`src/rtl/sap_pkg.sv`:
```
package sap_pkg;
  typedef enum logic {CH_RIGHT = 1'b0, CH_LEFT = 1'b1} chan_e;

  // one bit-clock fall plus the framing levels valid with it
  typedef struct packed {
    logic fall;
    logic lrck;
    logic fsync;
  } sbus_t;
endpackage

```
`src/rtl/sap_master_gen.sv`:
```
module sap_master_gen
  import sap_pkg::*;
#(
  parameter int SLOT_NS = 64,
  parameter int POS_W   = $clog2(SLOT_NS) + 2
) (
  input  logic  clk_i,
  input  logic  rst_ni,
  input  logic  en_i,
  input  logic  dfs_i,
  input  logic  i2s_i,
  output logic  sclk_o,
  output logic  lrck_o,
  output logic  fsync_o,
  output sbus_t ev_o
);
  localparam logic [POS_W-1:0] SLOT_N = POS_W'(SLOT_NS);
  localparam logic [POS_W-1:0] SLOT_D = POS_W'(SLOT_NS / 2);

  logic             sclk_q, lrck_q, fsync_q;
  logic [POS_W-1:0] pos_q, pos_nx, slot_len, frame_last, spos;
  logic             left_nx, lrck_nx, fsync_nx;

  always_comb begin
    slot_len   = dfs_i ? SLOT_D : SLOT_N;
    frame_last = (slot_len << 1) - 1'b1;
    pos_nx     = (pos_q >= frame_last) ? '0 : pos_q + 1'b1;
    left_nx    = pos_nx < slot_len;
    spos       = left_nx ? pos_nx : pos_nx - slot_len;
    fsync_nx   = spos < (slot_len >> 1);
    lrck_nx    = left_nx ^ i2s_i;
  end

  always_ff @(posedge clk_i or negedge rst_ni) begin
    if (!rst_ni) begin
      sclk_q  <= 1'b0;
      lrck_q  <= 1'b0;
      fsync_q <= 1'b0;
      pos_q   <= '1;
    end else if (!en_i) begin
      sclk_q  <= 1'b0;
      lrck_q  <= 1'b0;
      fsync_q <= 1'b0;
      pos_q   <= '1;
    end else begin
      sclk_q <= ~sclk_q;
      if (sclk_q) begin
        pos_q   <= pos_nx;
        lrck_q  <= lrck_nx;
        fsync_q <= fsync_nx;
      end
    end
  end

  assign sclk_o   = sclk_q;
  assign lrck_o   = lrck_q;
  assign fsync_o  = fsync_q;
  assign ev_o.fall  = en_i & sclk_q;
  assign ev_o.lrck  = lrck_nx;
  assign ev_o.fsync = fsync_nx;
endmodule

```
`src/rtl/sap_slave_sync.sv`:
```
module sap_slave_sync
  import sap_pkg::*;
(
  input  logic  clk_i,
  input  logic  rst_ni,
  input  logic  en_i,
  input  logic  sclk_i,
  input  logic  lrck_i,
  input  logic  fsync_i,
  output sbus_t ev_o
);
  logic sclk_d;

  always_ff @(posedge clk_i or negedge rst_ni) begin
    if (!rst_ni)    sclk_d <= 1'b0;
    else if (!en_i) sclk_d <= 1'b0;
    else            sclk_d <= sclk_i;
  end

  assign ev_o.fall  = en_i & sclk_d & ~sclk_i;
  assign ev_o.lrck  = lrck_i;
  assign ev_o.fsync = fsync_i;
endmodule

```
`src/rtl/sap_serializer.sv`:
```
module sap_serializer
  import sap_pkg::*;
#(
  parameter int WORD_W = 24,
  parameter int PTR_W  = 8
) (
  input  logic              clk_i,
  input  logic              rst_ni,
  input  sbus_t             ev_i,
  input  logic              i2s_i,
  input  logic              gate_i,
  input  logic              sample_valid_i,
  input  logic [WORD_W-1:0] left_i,
  input  logic [WORD_W-1:0] right_i,
  output logic              sdata_o
);
  localparam logic [PTR_W-1:0] PTR_MAX  = '1;
  localparam logic [PTR_W-1:0] WORD_END = PTR_W'(WORD_W);

  logic [WORD_W-1:0] hold_l_q, hold_r_q, act_l_q, act_r_q, word, shifted;
  logic [PTR_W-1:0]  ptr_q, ptr_base, ptr_nx, idx, lead;
  chan_e             ch_q, ch_now;
  logic              start, qual, in_word, bit_val, sdata_q;

  always_comb begin
    ch_now   = (ev_i.lrck ^ i2s_i) ? CH_LEFT : CH_RIGHT;
    start    = ch_now != ch_q;
    ptr_base = start ? '0 : ptr_q;
    qual     = ~gate_i | ev_i.fsync;
    lead     = {{(PTR_W-1){1'b0}}, i2s_i};
    idx      = ptr_base - lead;
    in_word  = (ptr_base >= lead) && (idx < WORD_END);
    if (ch_now == CH_LEFT) word = start ? hold_l_q : act_l_q;
    else                   word = act_r_q;
    shifted  = word << idx;
    bit_val  = qual & in_word & shifted[WORD_W-1];
    if (!qual)                  ptr_nx = ptr_base;
    else if (ptr_base == PTR_MAX) ptr_nx = ptr_base;
    else                        ptr_nx = ptr_base + 1'b1;
  end

  always_ff @(posedge clk_i or negedge rst_ni) begin
    if (!rst_ni) begin
      hold_l_q <= '0;
      hold_r_q <= '0;
      act_l_q  <= '0;
      act_r_q  <= '0;
      ptr_q    <= '0;
      ch_q     <= CH_RIGHT;
      sdata_q  <= 1'b0;
    end else begin
      if (sample_valid_i) begin
        hold_l_q <= left_i;
        hold_r_q <= right_i;
      end
      if (ev_i.fall) begin
        ch_q    <= ch_now;
        ptr_q   <= ptr_nx;
        sdata_q <= bit_val;
        if (start && ch_now == CH_LEFT) begin
          act_l_q <= hold_l_q;
          act_r_q <= hold_r_q;
        end
      end
    end
  end

  assign sdata_o = sdata_q;
endmodule

```
`src/rtl/sap_tx.sv`:
```
module sap_tx
  import sap_pkg::*;
#(
  parameter int WORD_W  = 24,
  parameter int SLOT_NS = 64
) (
  input  logic              clk_i,
  input  logic              rst_ni,
  input  logic              master_i,
  input  logic              dfs_i,
  input  logic              i2s_i,
  input  logic              sample_valid_i,
  input  logic [WORD_W-1:0] left_i,
  input  logic [WORD_W-1:0] right_i,
  input  logic              sclk_i,
  input  logic              lrck_i,
  input  logic              fsync_i,
  output logic              sclk_o,
  output logic              lrck_o,
  output logic              fsync_o,
  output logic              sdata_o
);
  localparam int POS_W = $clog2(SLOT_NS) + 2;
  localparam int PTR_W = $clog2(SLOT_NS) + 2;

  sbus_t ev_m, ev_s, ev;
  logic  gate;

  sap_master_gen #(.SLOT_NS(SLOT_NS), .POS_W(POS_W)) u_gen (
    .clk_i   (clk_i),
    .rst_ni  (rst_ni),
    .en_i    (master_i),
    .dfs_i   (dfs_i),
    .i2s_i   (i2s_i),
    .sclk_o  (sclk_o),
    .lrck_o  (lrck_o),
    .fsync_o (fsync_o),
    .ev_o    (ev_m)
  );

  sap_slave_sync u_sync (
    .clk_i   (clk_i),
    .rst_ni  (rst_ni),
    .en_i    (~master_i),
    .sclk_i  (sclk_i),
    .lrck_i  (lrck_i),
    .fsync_i (fsync_i),
    .ev_o    (ev_s)
  );

  assign ev   = master_i ? ev_m : ev_s;
  assign gate = ~master_i & ~i2s_i;

  sap_serializer #(.WORD_W(WORD_W), .PTR_W(PTR_W)) u_ser (
    .clk_i          (clk_i),
    .rst_ni         (rst_ni),
    .ev_i           (ev),
    .i2s_i          (i2s_i),
    .gate_i         (gate),
    .sample_valid_i (sample_valid_i),
    .left_i         (left_i),
    .right_i        (right_i),
    .sdata_o        (sdata_o)
  );
endmodule

```
`config.mk`:
```
export PLATFORM = sky130hd
export DESIGN_NAME = sap_tx
export DESIGN_NICKNAME = d
export VERILOG_FILES = /design/src/rtl/sap_pkg.sv /design/src/rtl/sap_master_gen.sv /design/src/rtl/sap_slave_sync.sv /design/src/rtl/sap_serializer.sv /design/src/rtl/sap_tx.sv
export SDC_FILE = /design/constraint.sdc
export NUM_CORES = 1
export LEC_CHECK = 0
export BUFFER_PORTS_ARGS = -buffer_cell sky130_fd_sc_hd__buf_4
export CAP_MARGIN = 5
export CORE_AREA = 3 3 131 82
export DETAILED_ROUTE_END_ITERATION = 16
export DIE_AREA = 0 0 134 85
export GPL_TIMING_DRIVEN = 0
export MAX_ROUTING_LAYER = met4
export PLACE_DENSITY = 0.81
export SLEW_MARGIN = 20
export SYNTH_ARGS = -nofsm -noshare
export SYNTH_HDL_FRONTEND = slang
export SYNTH_SLANG_ARGS = --single-unit
```
`constraint.sdc`:
```
create_clock -name clk_i -period 11 [get_ports clk_i]
set_input_delay 0 -clock clk_i [delete_from_list [all_inputs] [get_ports clk_i]]
set_output_delay 0 -clock clk_i [all_outputs]
set_load 0.005 [all_outputs]
```
Word level (Yosys, flattened, before mapping)

Index checks and enable logic that the tools add are counted.

Add/sub/neg operators: 5
Magnitude comparators: 5
Equality and inequality tests: 3
Shifts and indexed selects: 1
Muxes and demuxes: 18
Bitwise gates (word level): 14
Reduce and logical (&&, ||, !) cells: 3

Operators with widths:

| kind                                                                  | count |
|---|---|
| 8-bit 2-to-1 mux                                                      | 7 |
| 24-bit 2-to-1 mux                                                     | 2 |
| 24-bit by 8-bit left shift with 24-bit output                         | 1 |
| 8-bit by 1-bit adder with 8-bit output (second input constant)        | 2 |
| 8-bit equality test (second input constant)                           | 1 |
| 8-bit by 1-bit greater-or-equal comparator with 1-bit output          | 1 |
| 8-bit greater-or-equal comparator                                     | 1 |
| 8-bit by 5-bit < comparator with 1-bit output (second input constant) | 1 |
| 8-bit by 7-bit < comparator with 1-bit output                         | 1 |
| 8-bit < comparator                                                    | 1 |
| 8-bit by 1-bit subtractor with 8-bit output                           | 1 |
| 8-bit by 1-bit subtractor with 8-bit output (second input constant)   | 1 |
| 8-bit subtractor                                                      | 1 |
| 1-bit 2-to-1 mux                                                      | 7 |
| 7-bit 2-to-1 mux                                                      | 1 |
| 1-bit bitwise AND                                                     | 6 |
| 1-bit NOT                                                             | 5 |
| 3-bit 2-to-1 mux                                                      | 1 |
| 1-bit logical AND                                                     | 2 |
| 2-bit by 1-bit != test with 1-bit output (second input constant)      | 1 |
| 2-bit AND reduction                                                   | 1 |
| 1-bit bitwise XOR                                                     | 2 |
| 1-bit != test                                                         | 1 |
| 1-bit OR                                                              | 1 |

Register bits: 118
Bits of input ports: 57
Output and inout bits: 4
Logic and storage cells: 61

Logic depth before layout (Yosys ltp)

Gate-level depths: netlist of run 1.

Depth after elaboration: 17
Mapped depth: 27
Mapped depth without buffers: 21

By module

From an unflattened synthesis of run 1, not the netlist that was laid out.

Cells, all modules: 454
Area total of the unflattened synthesis: 5883.1 sq um

By module, submodules not included:

| module         | times used | cells an instance | area each (sq um) | seq. area each (sq um) |
|---|---|---|---|---|
| sap_serializer | 1          | 347               | 4928.5            | 2652.5 |
| sap_master_gen | 1          | 97                | 857.1             | 285.3 |
| sap_slave_sync | 1          | 5                 | 56.3              | 25.0 |
| sap_tx         | 1          | 5                 | 41.3              | 0.0 |

Worst setup path before layout of run 1

OpenSTA, ideal clock, no wires.

Kind: register to register
Start: reg u_gen.pos_q[0]
End: reg u_ser.sdata_q (netlist: u_ser.sdata_o)
Setup time: 131 ps
Arrival: 5565 ps
Data required time: 10869 ps
Slack: 5304 ps
Cell stages (with the launch flop): 26
Path buffers: 6
Cells stage by stage: dfstp_2 > ha_1 > nand3_1 > o21ai_1 > nor2_1 > ha_1 > nor2b_1 > o21ai_0 > o221ai_4 > inv_2 > buf_6 > ha_1 > buf_2 > buf_1 > clkbuf_1 > nand2_1 > ha_1 > ha_1 > clkbuf_1 > xnor2_1 > clkbuf_1 > mux4_2 > o21ai_0 > nand4_1 > o21ai_0 > o211ai_1

Word-level cells in the longest chain between the ends: 14

RTL lines:

| element                                                                                     | line                 | text |
|---|---|---|
| start: declaration                                                                          | sap_master_gen.sv:21 | `logic [POS_W-1:0] pos_q, pos_nx, slot_len, frame_last, spos;` |
| start signal: assignment                                                                    | sap_master_gen.sv:48 | `pos_q <= pos_nx;` |
| 8-bit by 1-bit adder with 8-bit output or 8-bit greater-or-equal comparator (tied branches) | sap_master_gen.sv:27 | `pos_nx = (pos_q >= frame_last) ? '0 : pos_q + 1'b1;` |
| 8-bit 2-to-1 mux (*)                                                                        | sap_master_gen.sv:27 |  |
| 8-bit < comparator (*)                                                                      | sap_master_gen.sv:28 | `left_nx = pos_nx < slot_len;` |
| 1-bit bitwise XOR (*)                                                                       | sap_master_gen.sv:31 | `lrck_nx = left_nx ^ i2s_i;` |
| 3-bit 2-to-1 mux (*)                                                                        | sap_tx.sv:51         | `assign ev = master_i ? ev_m : ev_s;` |
| 1-bit bitwise XOR (*)                                                                       | sap_serializer.sv:26 | `ch_now = (ev_i.lrck ^ i2s_i) ? CH_LEFT : CH_RIGHT;` |
| 1-bit 2-to-1 mux (*)                                                                        | sap_serializer.sv:26 |  |
| net u_ser.ch_now                                                                            | sap_serializer.sv:22 | `chan_e ch_q, ch_now;` |
| 1-bit != test                                                                               | sap_serializer.sv:27 | `start = ch_now != ch_q;` |
| 8-bit 2-to-1 mux                                                                            | sap_serializer.sv:28 | `ptr_base = start ? '0 : ptr_q;` |
| 8-bit by 1-bit subtractor with 8-bit output                                                 | sap_serializer.sv:31 | `idx = ptr_base - lead;` |
| 8-bit by 5-bit < comparator with 1-bit output                                               | sap_serializer.sv:32 | `in_word = (ptr_base >= lead) && (idx < WORD_END);` |
| 1-bit logical AND                                                                           | sap_serializer.sv:32 |  |
| 1-bit bitwise AND                                                                           | sap_serializer.sv:36 | `bit_val = qual & in_word & shifted[WORD_W-1];` |
| 1-bit bitwise AND (*)                                                                       | sap_serializer.sv:36 |  |
| end signal: assignment                                                                      | sap_serializer.sv:59 | `sdata_q <= bit_val;` |
| end: declaration                                                                            | sap_serializer.sv:23 | `logic start, qual, in_word, bit_val, sdata_q;` |

Mark *: on every way through the listed nets, which the timed path passes. The rest lies on a longest branch.
A chain may end at the register's enable or synchronous reset.

Final worst setup path of run 1

Same ends and word-level chain as after synthesis.

==> qor.txt, run 1 <==
via count = 4385
FP Rows = 28
multi-input combinational cell area = 2650 um^2
RSZ-0062 raised after global routing = false
Clock Tree Buf Depth = 2
Slew headroom = 0.375
Final #Nets = 657
post-cts sizing count = 0
Ys Warns = 0
I/O pin count = 61
synth unique cells = 56
global placement routability congestion = 0.952
top post-synthesis cells by area = dfrtp_1 (48%), mux2_2 (21%), dfstp_2 (3.6%)
Post-synth EDFFs = 0
Startpoint Class = flop
DRT iter0 DRCs = 352
Post-Syn Nets = 528
post-synth top area share = 0.478
IO buf count = 59
DRC Markers = 0
Worst IR Drop VDD = 141 uV
Post-Syn Area = 5760 um^2
Max H-tree Level = 4
DP HPWL = 9170 um
Worst Path Arrival = 7.68 ns
clock skew = 0.00687 ns
Tmin final = 7.41 ns
Min-Delay Path Class = primary input to flop
PD cells = 208 nW/um^2
count of final hold-check violations = 0
Combinational Power Share = 0.269
Storage cell area = 2960 um^2
Finished Cell Area = 7450 um^2
clock power share = 0.335
Top FF cell, synth = dfrtp_1
reg2reg path depth = 25
internal power = 1.07 mW
antenna violations before repair = 0
global-route wire length before repair = 23200 um
Reg power frac = 0.395
Initial Utilization = 0.594
GR Overflow Total = 0
critical path class = flop to flop
Pre-Repair DR Iteration Count = 5
fmax = 135 MHz
drt wl/cell = 19.0 um
fillers = 611
CTS tree = done
Net Sw Frac = 0.307
# Max-Cap Violations = 0
DRT antenna net count = 0
Worst Hold Path Cells = 3
M1 WL = 6040 um
worst-skew pair later-pin latency = 0.41 ns
core area = 9700 um^2
die span in x = 134 um
Psw = 0.476 mW
critical path peak fanout = 10
Core Util, Final = 0.768
CTS clk-pin slew, worst paths = 0.06 ns
vias in the first global route = 4592
top sig layer = met4
placed cell areas = 6380 um^2
WL met3 = 1090 um
root buf cell = clkbuf_16
CTS buffer count = 17
Area Overhead vs Synth = 29.3%
Met2 Wirelength = 6580 um
Setup Viol. Count Final = 0
Total Wirelength = 14000 um
status = completed
global-route usage over all layers = 0.273
Tcrit/Tclk final = 0.673
Synth area leader = dfrtp_1
largest net degree at the start of global routing = 119
Post-synth ARST share = 1.00
clock net sink count = 118
Syn Area/Cell = 12.5 um^2
worst endpoint required time = 11.28 ns
Antenna Cells = 0
layout cell share with drive strength beyond 1 = 0.370
Slew Limit Fails = 0
die area = 11400 um^2
vias per cell = 5.94
Critical Path Sink Type = flop
#FFs+latches synth = 118
die height = 85 um
Total Neg Setup Slack = 0 ns
Slew @ Worst Pin = 0.937 ns
Syn Inst Count = 461
post-synthesis sequential area ratio = 0.514
Pleak = 3.24 nW
[path summary, 6_finish.rpt]
| path | start | to | slack (ns) |
|---|---|---|---|
| min | i2s_i | u_gen.lrck_o$_DFFE_PN0N_ | 0.04 |
| min in group asynchronous | rst_ni | u_ser.hold_r_q[17]$_DFFE_PN0P_ | 0.26 |
| max | u_gen.pos_q[0]$_DFFE_PN1N_ | u_ser.sdata_o$_DFFE_PN0P_ | 3.59 |
| min reg2reg | u_ser.act_l_q[15]$_DFFE_PN0P_ | u_ser.act_l_q[15]$_DFFE_PN0P_ | 0.50 |
| max reg2reg | u_gen.pos_q[0]$_DFFE_PN1N_ | u_ser.sdata_o$_DFFE_PN0P_ | 3.59 |
| max in group asynchronous | rst_ni | u_ser.act_l_q[5]$_DFFE_PN0P_ | 10.07 |
[flip-flops by register name (all words and copies together), names as in the netlist]
| signal | cells |
|---|---|
| u_gen.fsync_o | 1 |
| u_gen.lrck_o | 1 |
| u_gen.pos_q | 8 |
| u_gen.sclk_o | 1 |
| u_ser.act_l_q | 24 |
| u_ser.act_r_q | 24 |
| u_ser.ch_q | 1 |
| u_ser.hold_l_q | 24 |
| u_ser.hold_r_q | 24 |
| u_ser.ptr_q | 8 |
| u_ser.sdata_o | 1 |
| u_sync.sclk_d | 1 |
[layer usage]
metal | GRT usage | up-vias
li1 | - | 1952
met1 | 0.355 | 2204
met2 | 0.420 | 202
met3 | 0.0735 | 27
met4 | 0.0924 | 0
met5 | - | -
[layout by cell type (no fill, tap or decap), types with 9 or more instances in the layout]
master,instances
nand2_1,35
clkbuf_16,17
dlygate4sd3_1,51
clkbuf_1,18
inv_1,10
buf_4,58
o21ai_0,19
nor2_1,19
ha_1,9
mux2_2,107
dfrtp_1,110
[stage by stage]
step	setup slack, ns	hold WS [ns]	total power [mW]	cells
2_1_floorplan	5.30	-0.296	0.881	461
3_3_place_gp	4.13	0.233	0.982	655
3_5_place_dp	3.86	0.228	1.01	655
4_1_cts	3.78	0.0353	1.55	738
5_1_grt	3.20	0.0549	1.63	738
6_report	3.59	0.0443	1.55	738
[critical path, stage by stage (launching register included)]
cell      delay (ns)
dfstp_2         0.58
ha_1            0.22
nand3_1         0.14
o21ai_1         0.58
nor2_1          0.21
ha_1            0.31
nor2b_1         0.13
o21ai_0         0.27
o221ai_4        0.23
inv_2           0.14
buf_6           0.16
ha_1            0.23
buf_2           0.30
buf_1           0.54
clkbuf_1        0.45
nand2_1         0.14
ha_1            0.26
ha_1            0.21
clkbuf_1        0.20
xnor2_1         0.49
clkbuf_1        0.48
mux4_2          0.45
o21ai_0         0.20
nand4_1         0.11
o21ai_0         0.11
o211ai_1        0.13
[repair_timing]
item,CTS,global route
endpoints found under the hold margin,162,0
setup buffers,0,0
hold buffers,51,0
[cells by family (layout without fill, tap and decap cells)]
| group | Yosys count | count (layout) | share of synthesized area |
|---|---|---|---|
| flops | 118 | 118 | 0.514 |
| xor+xnor | 13 | 13 | 0.0198 |
| simple gates | 98 | 98 | 0.0842 |
| compound gates | 60 | 60 | 0.0734 |
| fa+ha+maj | 10 | 10 | 0.0230 |
| mux | 124 | 124 | 0.259 |
| buf+inv | 38 | 180 | 0.0267 |
[synthesized netlist by cell type, types with 2 or more instances]
| library cell | count |
|---|---|
| a21oi_1 | 7 |
| a311o_1 | 2 |
| a311oi_1 | 2 |
| a31oi_1 | 3 |
| a32oi_1 | 2 |
| and3_1 | 4 |
| and4_1 | 2 |
| buf_1 | 4 |
| buf_2 | 3 |
| clkbuf_1 | 18 |
| dfrtp_1 | 110 |
| dfstp_2 | 8 |
| ha_1 | 9 |
| inv_1 | 10 |
| inv_2 | 2 |
| mux2_2 | 107 |
| mux2i_1 | 7 |
| mux4_2 | 8 |
| nand2_1 | 35 |
| nand2b_1 | 5 |
| nand3_1 | 7 |
| nand4_1 | 8 |
| nor2_1 | 19 |
| nor2b_1 | 2 |
| nor3_1 | 4 |
| nor4_1 | 3 |
| o2111ai_1 | 3 |
| o211ai_1 | 3 |
| o21a_1 | 2 |
| o21ai_0 | 19 |
| o21ai_1 | 2 |
| o311ai_0 | 3 |
| o31ai_1 | 2 |
| or3_1 | 3 |
| xnor2_1 | 6 |
| xor2_1 | 7 |
[final cells by class]
cell class,instances,area share
tap,135,0.0227
timing repair buffer,110,0.129
buffer,26,0.0146
inverter,12,0.00605
clock buffer,17,0.0571
multi-input combinational,305,0.355
sequential,118,0.398
clock inverter,15,0.0178
[power by group through the flow]
stage / combinational (mW) / sequential [mW] / clock [mW]
final: 0.418 / 0.613 / 0.520
after global routing: 0.452 / 0.626 / 0.548
after CTS: 0.413 / 0.611 / 0.525
after detailed placement: 0.393 / 0.614 / 0
after global placement: 0.376 / 0.606 / 0
after floorplan: 0.293 / 0.588 / 0
No activity file was read; power rests on OpenSTA's default activity.
==> run 2: changes to the inputs <==
CORE_AREA = 3 3 139 87   (was 3 3 131 82)
DIE_AREA = 0 0 142 90   (was 0 0 134 85)
PLACE_DENSITY = 0.76   (was 0.81)
clock period = 6.55 ns   (was 11 ns; I/O delays follow)
==> run 2 against run 1 <==
  * Critical path depth did not move
  * Critical endpoint unchanged
  * Total power rose by 73%
  * Largest cell class unchanged
  * Hold slack improved by 0.062 ns
  * Final area rose by 1.1%
==> qor.txt, run 2 (synthesized netlist as in run 1, its figures left out) <==
status = completed
Psw = 0.784 mW (+65%)
I/O pin count = 61 (unchanged)
# Max-Cap Violations = 0 (unchanged)
global-route usage over all layers = 0.236 (-0.0361)
Startpoint Class = flop
CP most frequent cell = ha_1
Worst Path Arrival = 6.32 ns (-1.36 ns)
Final #Nets = 658 (+0.15%)
root buf cell = clkbuf_16
IO buf count = 59 (unchanged)
Pleak = 3.29 nW (+1.4%)
Critical Path Sink Type = flop
reg2reg path depth = 25 (unchanged)
Initial Utilization = 0.539 (-0.0555)
reg2reg setup slack = 0.52 ns (-3.07 ns)
global-route wire length before repair = 23000 um (-0.75%)
Combinational Power Share = 0.263 (-0.006)
Slew Limit Fails = 0 (unchanged)
most frequent cells in the layout = dfrtp_1 (110), mux2_2 (107), buf_4 (59)
clock net sink count = 118 (unchanged)
vias in the first global route = 4322 (-5.9%)
global placement routability congestion = 0.878 (-7.8%)
worst-skew pair later-pin latency = 0.42 ns (about the same)
Min-Delay Path Class = primary input to flop
Reg power frac = 0.383 (-0.012)
Worst Hold Endpoint = u_ser.ptr_q[7]$_DFFE_PN0P_
start point of the worst min-delay path = fsync_i
layout cell share with drive strength beyond 1 = 0.376 (+0.00601)
internal power = 1.89 mW (+76%)
Tmin final = 6.03 ns (-1.38 ns)
placed cell areas = 6380 um^2 (about the same)
worst endpoint required time = 6.84 ns (-4.44 ns)
Critical-path top delay cell = dfstp_2
DRT iter0 DRCs = 345 (-2.0%)
CTS buffer count = 17 (unchanged)
Net Sw Frac = 0.293 (-0.0146)
Setup Viol. Count Final = 0 (unchanged)
DRC Markers = 0 (unchanged)
Slew @ Worst Pin = 0.951 ns (+0.0133 ns)
Worst Hold Path Cells = 5 (+2)
Clock Tree Buf Depth = 2 (unchanged)
drt wl/cell = 18.8 um (-0.97%)
Slew headroom = 0.366 (-0.00886)
via count = 4216 (-3.9%)
Worst IR Drop VDD = 203 uV (+43%)
clock power share = 0.355 (+0.020)
die span in x = 142 um (+6.0%)
die height = 90 um (+5.9%)
Area Overhead vs Synth = 30.7%
Overall Power = 2.68 mW (+73%)
antenna violations before repair = 0 (unchanged)
RR Startpoint = u_gen.pos_q[0]$_DFFE_PN1N_
Crit Reg-Reg Endpoint = u_ser.sdata_o$_DFFE_PN0P_
Buf+Inv Stages, Crit Path = 6 (-1)
Total Wirelength = 13900 um (-0.30%)
slowest stage delay, CP = 0.56 ns (-0.02 ns)
CTS clk-pin slew, worst paths = 0.05 ns (about the same)
count of final hold-check violations = 0 (unchanged)
critical path class = flop to flop
PD cells = 355 nW/um^2 (+71%)
GR Overflow Total = 0 (unchanged)
critical path peak fanout = 19 (+9)
largest net degree at the start of global routing = 119 (unchanged)
fillers = 714 (+17%)
RSZ-0062 raised after global routing = false
DRT antenna net count = 0 (unchanged)
Max H-tree Level = 4 (unchanged)
core area = 10700 um^2 (+10%)
die area = 12800 um^2 (+12%)
commonest non-fill, non-tap cell in the layout = dfrtp_1
vias per cell = 5.67 (-4.5%)
fmax = 166 MHz (+23%)
clock skew = 0.00568 ns (-0.00119 ns)
Top delay family on crit path = buffers and inverters
DP HPWL = 9270 um (+1.1%)
Antenna Cells = 0 (unchanged)
Pre-Repair DR Iteration Count = 4 (-1)
CTS tree = done
FP Rows = 29 (+3.6%)
Finished Cell Area = 7540 um^2 (+1.1%)
Tcrit/Tclk final = 0.921 (+0.248)
[run 2: how the worst max path moves through the flow]
stage / from / to / cells after the start
floorplan: u_gen.pos_q[0]$_DFFE_PN1N_ / u_ser.sdata_o$_DFFE_PN0P_ / 25
global placement: u_gen.pos_q[0]$_DFFE_PN1N_ / u_ser.sdata_o$_DFFE_PN0P_ / 25
detailed placement: u_gen.pos_q[0]$_DFFE_PN1N_ / u_ser.sdata_o$_DFFE_PN0P_ / 25
CTS: u_gen.pos_q[0]$_DFFE_PN1N_ / u_ser.sdata_o$_DFFE_PN0P_ / 25
global route: u_gen.pos_q[0]$_DFFE_PN1N_ / u_ser.sdata_o$_DFFE_PN0P_ / 25
finish: u_gen.pos_q[0]$_DFFE_PN1N_ / u_ser.sdata_o$_DFFE_PN0P_ / 25
[run 2: what timing repair did]
item                                    4_1_cts  5_1_grt
pin swaps                                     0        1
endpoints found under the setup margin        1        1
gates resized for setup                       4        2
buffers inserted                              0        1
hold endpoints to repair                    162        0
hold buffers                                 52        0
[run 2: through the flow]
stage / setup WS (ns) / cells / utilization / TNS (ns) / hold WS [ns]
after floorplan: 0.854 / 461 / - / 0 / -0.296
after global placement: -0.412 / 659 / 0.596 / -0.412 / 0.232
after detailed placement: -0.613 / 659 / 0.596 / -0.613 / 0.236
after CTS: 0.283 / 742 / 0.702 / 0 / 0.0792
after global routing: 0.00747 / 743 / 0.704 / 0 / 0.150
final: 0.518 / 743 / 0.704 / 0 / 0.106
[run 2: power by group through the flow]
stage                     clock, mW  combinational (mW)  sequential (mW)
after floorplan                   0               0.492            0.987
after global placement            0               0.634             1.02
after detailed placement          0               0.657             1.03
after CTS                     0.960               0.691             1.02
after global routing          0.995               0.769             1.05
final                         0.950               0.703             1.03
[run 2: layout make-up]
type	count	area (um^2)	share of cell area
clock inverter	12	154	0.0204
clock buffer	20	447	0.0593
sequential	118	2960	0.393
buffer	25	110	0.0146
inverter	12	45.0	0.00598
tap	139	174	0.0231
timing repair buffer	112	977	0.130
multi-input combinational	305	2670	0.354
[run 2: routing by layer]
metal / share of wire / GRT usage / vias up
li1: - / - / 1951
met1: 0.48 / 0.332 / 2122
met2: 0.45 / 0.334 / 128
met3: 0.061 / 0.0695 / 15
met4: 0.0093 / 0.0711 / 0
met5: 0 / - / -
[run 2: worst register-to-register path: stages (launching register included)]
cell and delay (ns):
dfstp_2 0.56, ha_1 0.22, and3_1 0.24, and3_1 0.24, xnor2_1 0.08, nor2_1 0.25
ha_1 0.29, nor2b_1 0.14, o21ai_0 0.26, o221ai_4 0.22, inv_2 0.11, buf_6 0.15
ha_1 0.25, buf_2 0.30, clkbuf_4 0.37, nand2_1 0.12, ha_1 0.25, ha_1 0.22
clkbuf_1 0.23, xnor2_2 0.22, clkbuf_2 0.29, mux4_2 0.40, o21ai_0 0.17, nand4_1 0.11
o21ai_0 0.09, o211ai_1 0.12
==> run 3: changes to the inputs <==
RECOVER_POWER = 50   (was unset)
==> run 3 against run 2 <==
  * The run now ends with capacitance limit, slew limit left
  * Fmax fell by 0.21%
  * Flip-flop and latch count did not move
  * Combinational power barely moved
  * Setup slack worse by 0.013 ns
  * First-iteration DRC count down 13%
  * Non-clock buffer count is the same
  * Critical path depth unchanged
  * Sequential power hardly changed
  * Largest cell class unchanged
==> qor.txt, run 3 (synthesized netlist as in run 1, its figures left out) <==
clock net sink count = 118 (unchanged)
Total Neg Setup Slack = 0 ns (unchanged)
worst endpoint required time = 6.83 ns (about the same)
Worst Hold Path Cells = 5 (unchanged)
worst-skew pair later-pin latency = 0.42 ns (about the same)
CTS buffer count = 17 (unchanged)
global-route wire length before repair = 23000 um (unchanged)
DRT antenna net count = 0 (unchanged)
global-route usage over all layers = 0.236 (unchanged)
core area = 10700 um^2 (unchanged)
Setup Viol. Count Final = 0 (unchanged)
Tcrit/Tclk final = 0.923 (+0.00197)
die height = 90 um (unchanged)
fmax = 165 MHz (-0.21%)
most frequent cells in the layout = dfrtp_1 (110), mux2_2 (107), buf_4 (54)
FP Rows = 29 (unchanged)
Non-Filler Instances = 743 (unchanged)
Pleak = 3.29 nW (about the same)
Psw = 0.781 mW (-0.38%)
internal power = 1.89 mW (about the same)
largest net degree at the start of global routing = 119 (unchanged)
drt wl/cell = 18.7 um (-0.37%)
RSZ-0062 raised after global routing = false
status = complete, but fails checks
Startpoint Class = flop
Worst Hold Endpoint = u_ser.ptr_q[7]$_DFFE_PN0P_
Pre-Repair DR Iteration Count = 5 (+1)
Storage cell area = 2960 um^2 (unchanged)
Finished Cell Area = 7530 um^2 (about the same)
multi-input combinational cell area = 2670 um^2 (unchanged)
Slew headroom = -2.39 (-2.76)
Antenna Cells = 0 (unchanged)
CTS clk-pin slew, worst paths = 0.06 ns (about the same)
root buf cell = clkbuf_16
Worst IR Drop VDD = 201 uV (-0.79%)
# Max-Cap Violations = 1 (+1)
hold_ws = 0.124 ns (+0.0183 ns)
via count = 4236 (+0.47%)
Final #Nets = 658 (unchanged)
die span in x = 142 um (unchanged)
failing checks = capacitance limit, slew limit
reg2reg path depth = 25 (unchanged)
PD cells = 355 nW/um^2 (about the same)
Slew Limit Fails = 119 (+119)
vias per cell = 5.70 (+0.47%)
clock skew = 0.00764 ns (+0.00196 ns)
Min-Delay Path Class = primary input to flop
layout cell share with drive strength beyond 1 = 0.373 (-0.00331)
fillers = 717 (+0.42%)
commonest non-fill, non-tap cell in the layout = dfrtp_1
Tmin final = 6.04 ns (+0.0129 ns)
placed cell areas = 6380 um^2 (unchanged)
IO buf count = 59 (unchanged)
Critical Path Sink Type = flop
Worst Path Arrival = 6.33 ns (about the same)
global placement routability congestion = 0.878 (unchanged)
GR Overflow Total = 0 (unchanged)
clock power share = 0.355 (about the same)
reg2reg setup slack = 0.51 ns (about the same)
start point of the worst min-delay path = fsync_i
DRC Markers = 0 (unchanged)
Slew @ Worst Pin = 5.09 ns (+4.14 ns)
Clock Tree Buf Depth = 2 (unchanged)
DRT iter0 DRCs = 300 (-13%)
RR Startpoint = u_gen.pos_q[0]$_DFFE_PN1N_
I/O pin count = 61 (unchanged)
DP HPWL = 9270 um (unchanged)
antenna violations before repair = 0 (unchanged)
Initial Utilization = 0.539 (unchanged)
Crit Reg-Reg Endpoint = u_ser.sdata_o$_DFFE_PN0P_
Net Sw Frac = 0.292 (-0.000754)
CTS tree = done
vias in the first global route = 4322 (unchanged)
Max H-tree Level = 4 (unchanged)
die area = 12800 um^2 (unchanged)
Total Wirelength = 13900 um (-0.37%)
count of final hold-check violations = 0 (unchanged)
Overall Power = 2.68 mW (-0.12%)
critical path peak fanout = 19 (unchanged)
Combinational Power Share = 0.262 (about the same)
Reg power frac = 0.383 (about the same)
dpl cells = 659 (unchanged)
Area Overhead vs Synth = 30.6% (about the same)
DP Worst Slack = -0.613 ns (unchanged)
Core Util, Final = 0.704 (about the same)
critical path class = flop to flop
final worst slack = 0.505 ns (-0.0129 ns)
run 3: cell count changes in the layout (fill, tap and decap cells not counted), sizes merged:
| cell | change |
|---|---|
| dlymetal6s4s | +1 |
| clkbuf | +4 |
| buf | -5 |
run 3: what timing repair did:
item	CTS	global route
buffers inserted	0	1
hold endpoints to repair	162	0
endpoints found under the setup margin	1	1
hold buffers	52	0
pin swaps	0	1
gates resized for setup	4	2
run 3: cell type report:
class                           instances  share of cell area
Timing Repair Buffer                  112               0.129
Clock inverter                         12              0.0204
Multi-Input combinational cell        305               0.354
Tap cell                              139              0.0231
Clock buffer                           20              0.0593
Inverter                               12             0.00598
Sequential cell                       118               0.393
Buffer                                 25              0.0146
run 3: power by group through the flow:
stage	logic [mW]	clock network, mW	registers [mW]
3_3_place_gp	0.634	0	1.02
4_1_cts	0.691	0.960	1.02
3_5_place_dp	0.657	0	1.03
2_1_floorplan	0.492	0	0.987
6_report	0.701	0.950	1.03
5_1_grt	0.768	0.995	1.05
run 3: worst max-delay path by stage:
stage | startpoint | end | slack [ns] | cells past startpoint
2_1_floorplan | u_gen.pos_q[0]$_DFFE_PN1N_ | u_ser.sdata_o$_DFFE_PN0P_ | 0.85 | 25
3_3_place_gp | u_gen.pos_q[0]$_DFFE_PN1N_ | u_ser.sdata_o$_DFFE_PN0P_ | -0.41 | 25
3_5_place_dp | u_gen.pos_q[0]$_DFFE_PN1N_ | u_ser.sdata_o$_DFFE_PN0P_ | -0.61 | 25
4_1_cts | u_gen.pos_q[0]$_DFFE_PN1N_ | u_ser.sdata_o$_DFFE_PN0P_ | 0.28 | 25
5_1_grt | u_gen.pos_q[0]$_DFFE_PN1N_ | u_ser.sdata_o$_DFFE_PN0P_ | 0.007 | 25
6_report | u_gen.pos_q[0]$_DFFE_PN1N_ | u_ser.sdata_o$_DFFE_PN0P_ | 0.51 | 25
run 3: worst max-delay path: stages, from the launching register on:
cell and delay (ns):
dfstp_2 0.56, ha_1 0.21, and3_1 0.24, and3_1 0.24, xnor2_1 0.08, nor2_1 0.27
ha_1 0.29, nor2b_1 0.14, o21ai_0 0.27, o221ai_4 0.22, inv_2 0.11, buf_6 0.15
ha_1 0.24, buf_2 0.30, clkbuf_4 0.37, nand2_1 0.12, ha_1 0.26, ha_1 0.22
clkbuf_1 0.23, xnor2_2 0.22, clkbuf_2 0.29, mux4_2 0.40, o21ai_0 0.17, nand4_1 0.10
o21ai_0 0.09, o211ai_1 0.11
run 3: layer usage:
layer | wire [um] | GRT usage | up-vias | share of wire
li1 | - | - | 1955 | -
met1 | 6540 | 0.332 | 2129 | 0.47
met2 | 6260 | 0.334 | 133 | 0.45
met3 | 912 | 0.0695 | 19 | 0.066
met4 | 183 | 0.0711 | 0 | 0.013
met5 | 0 | - | - | 0
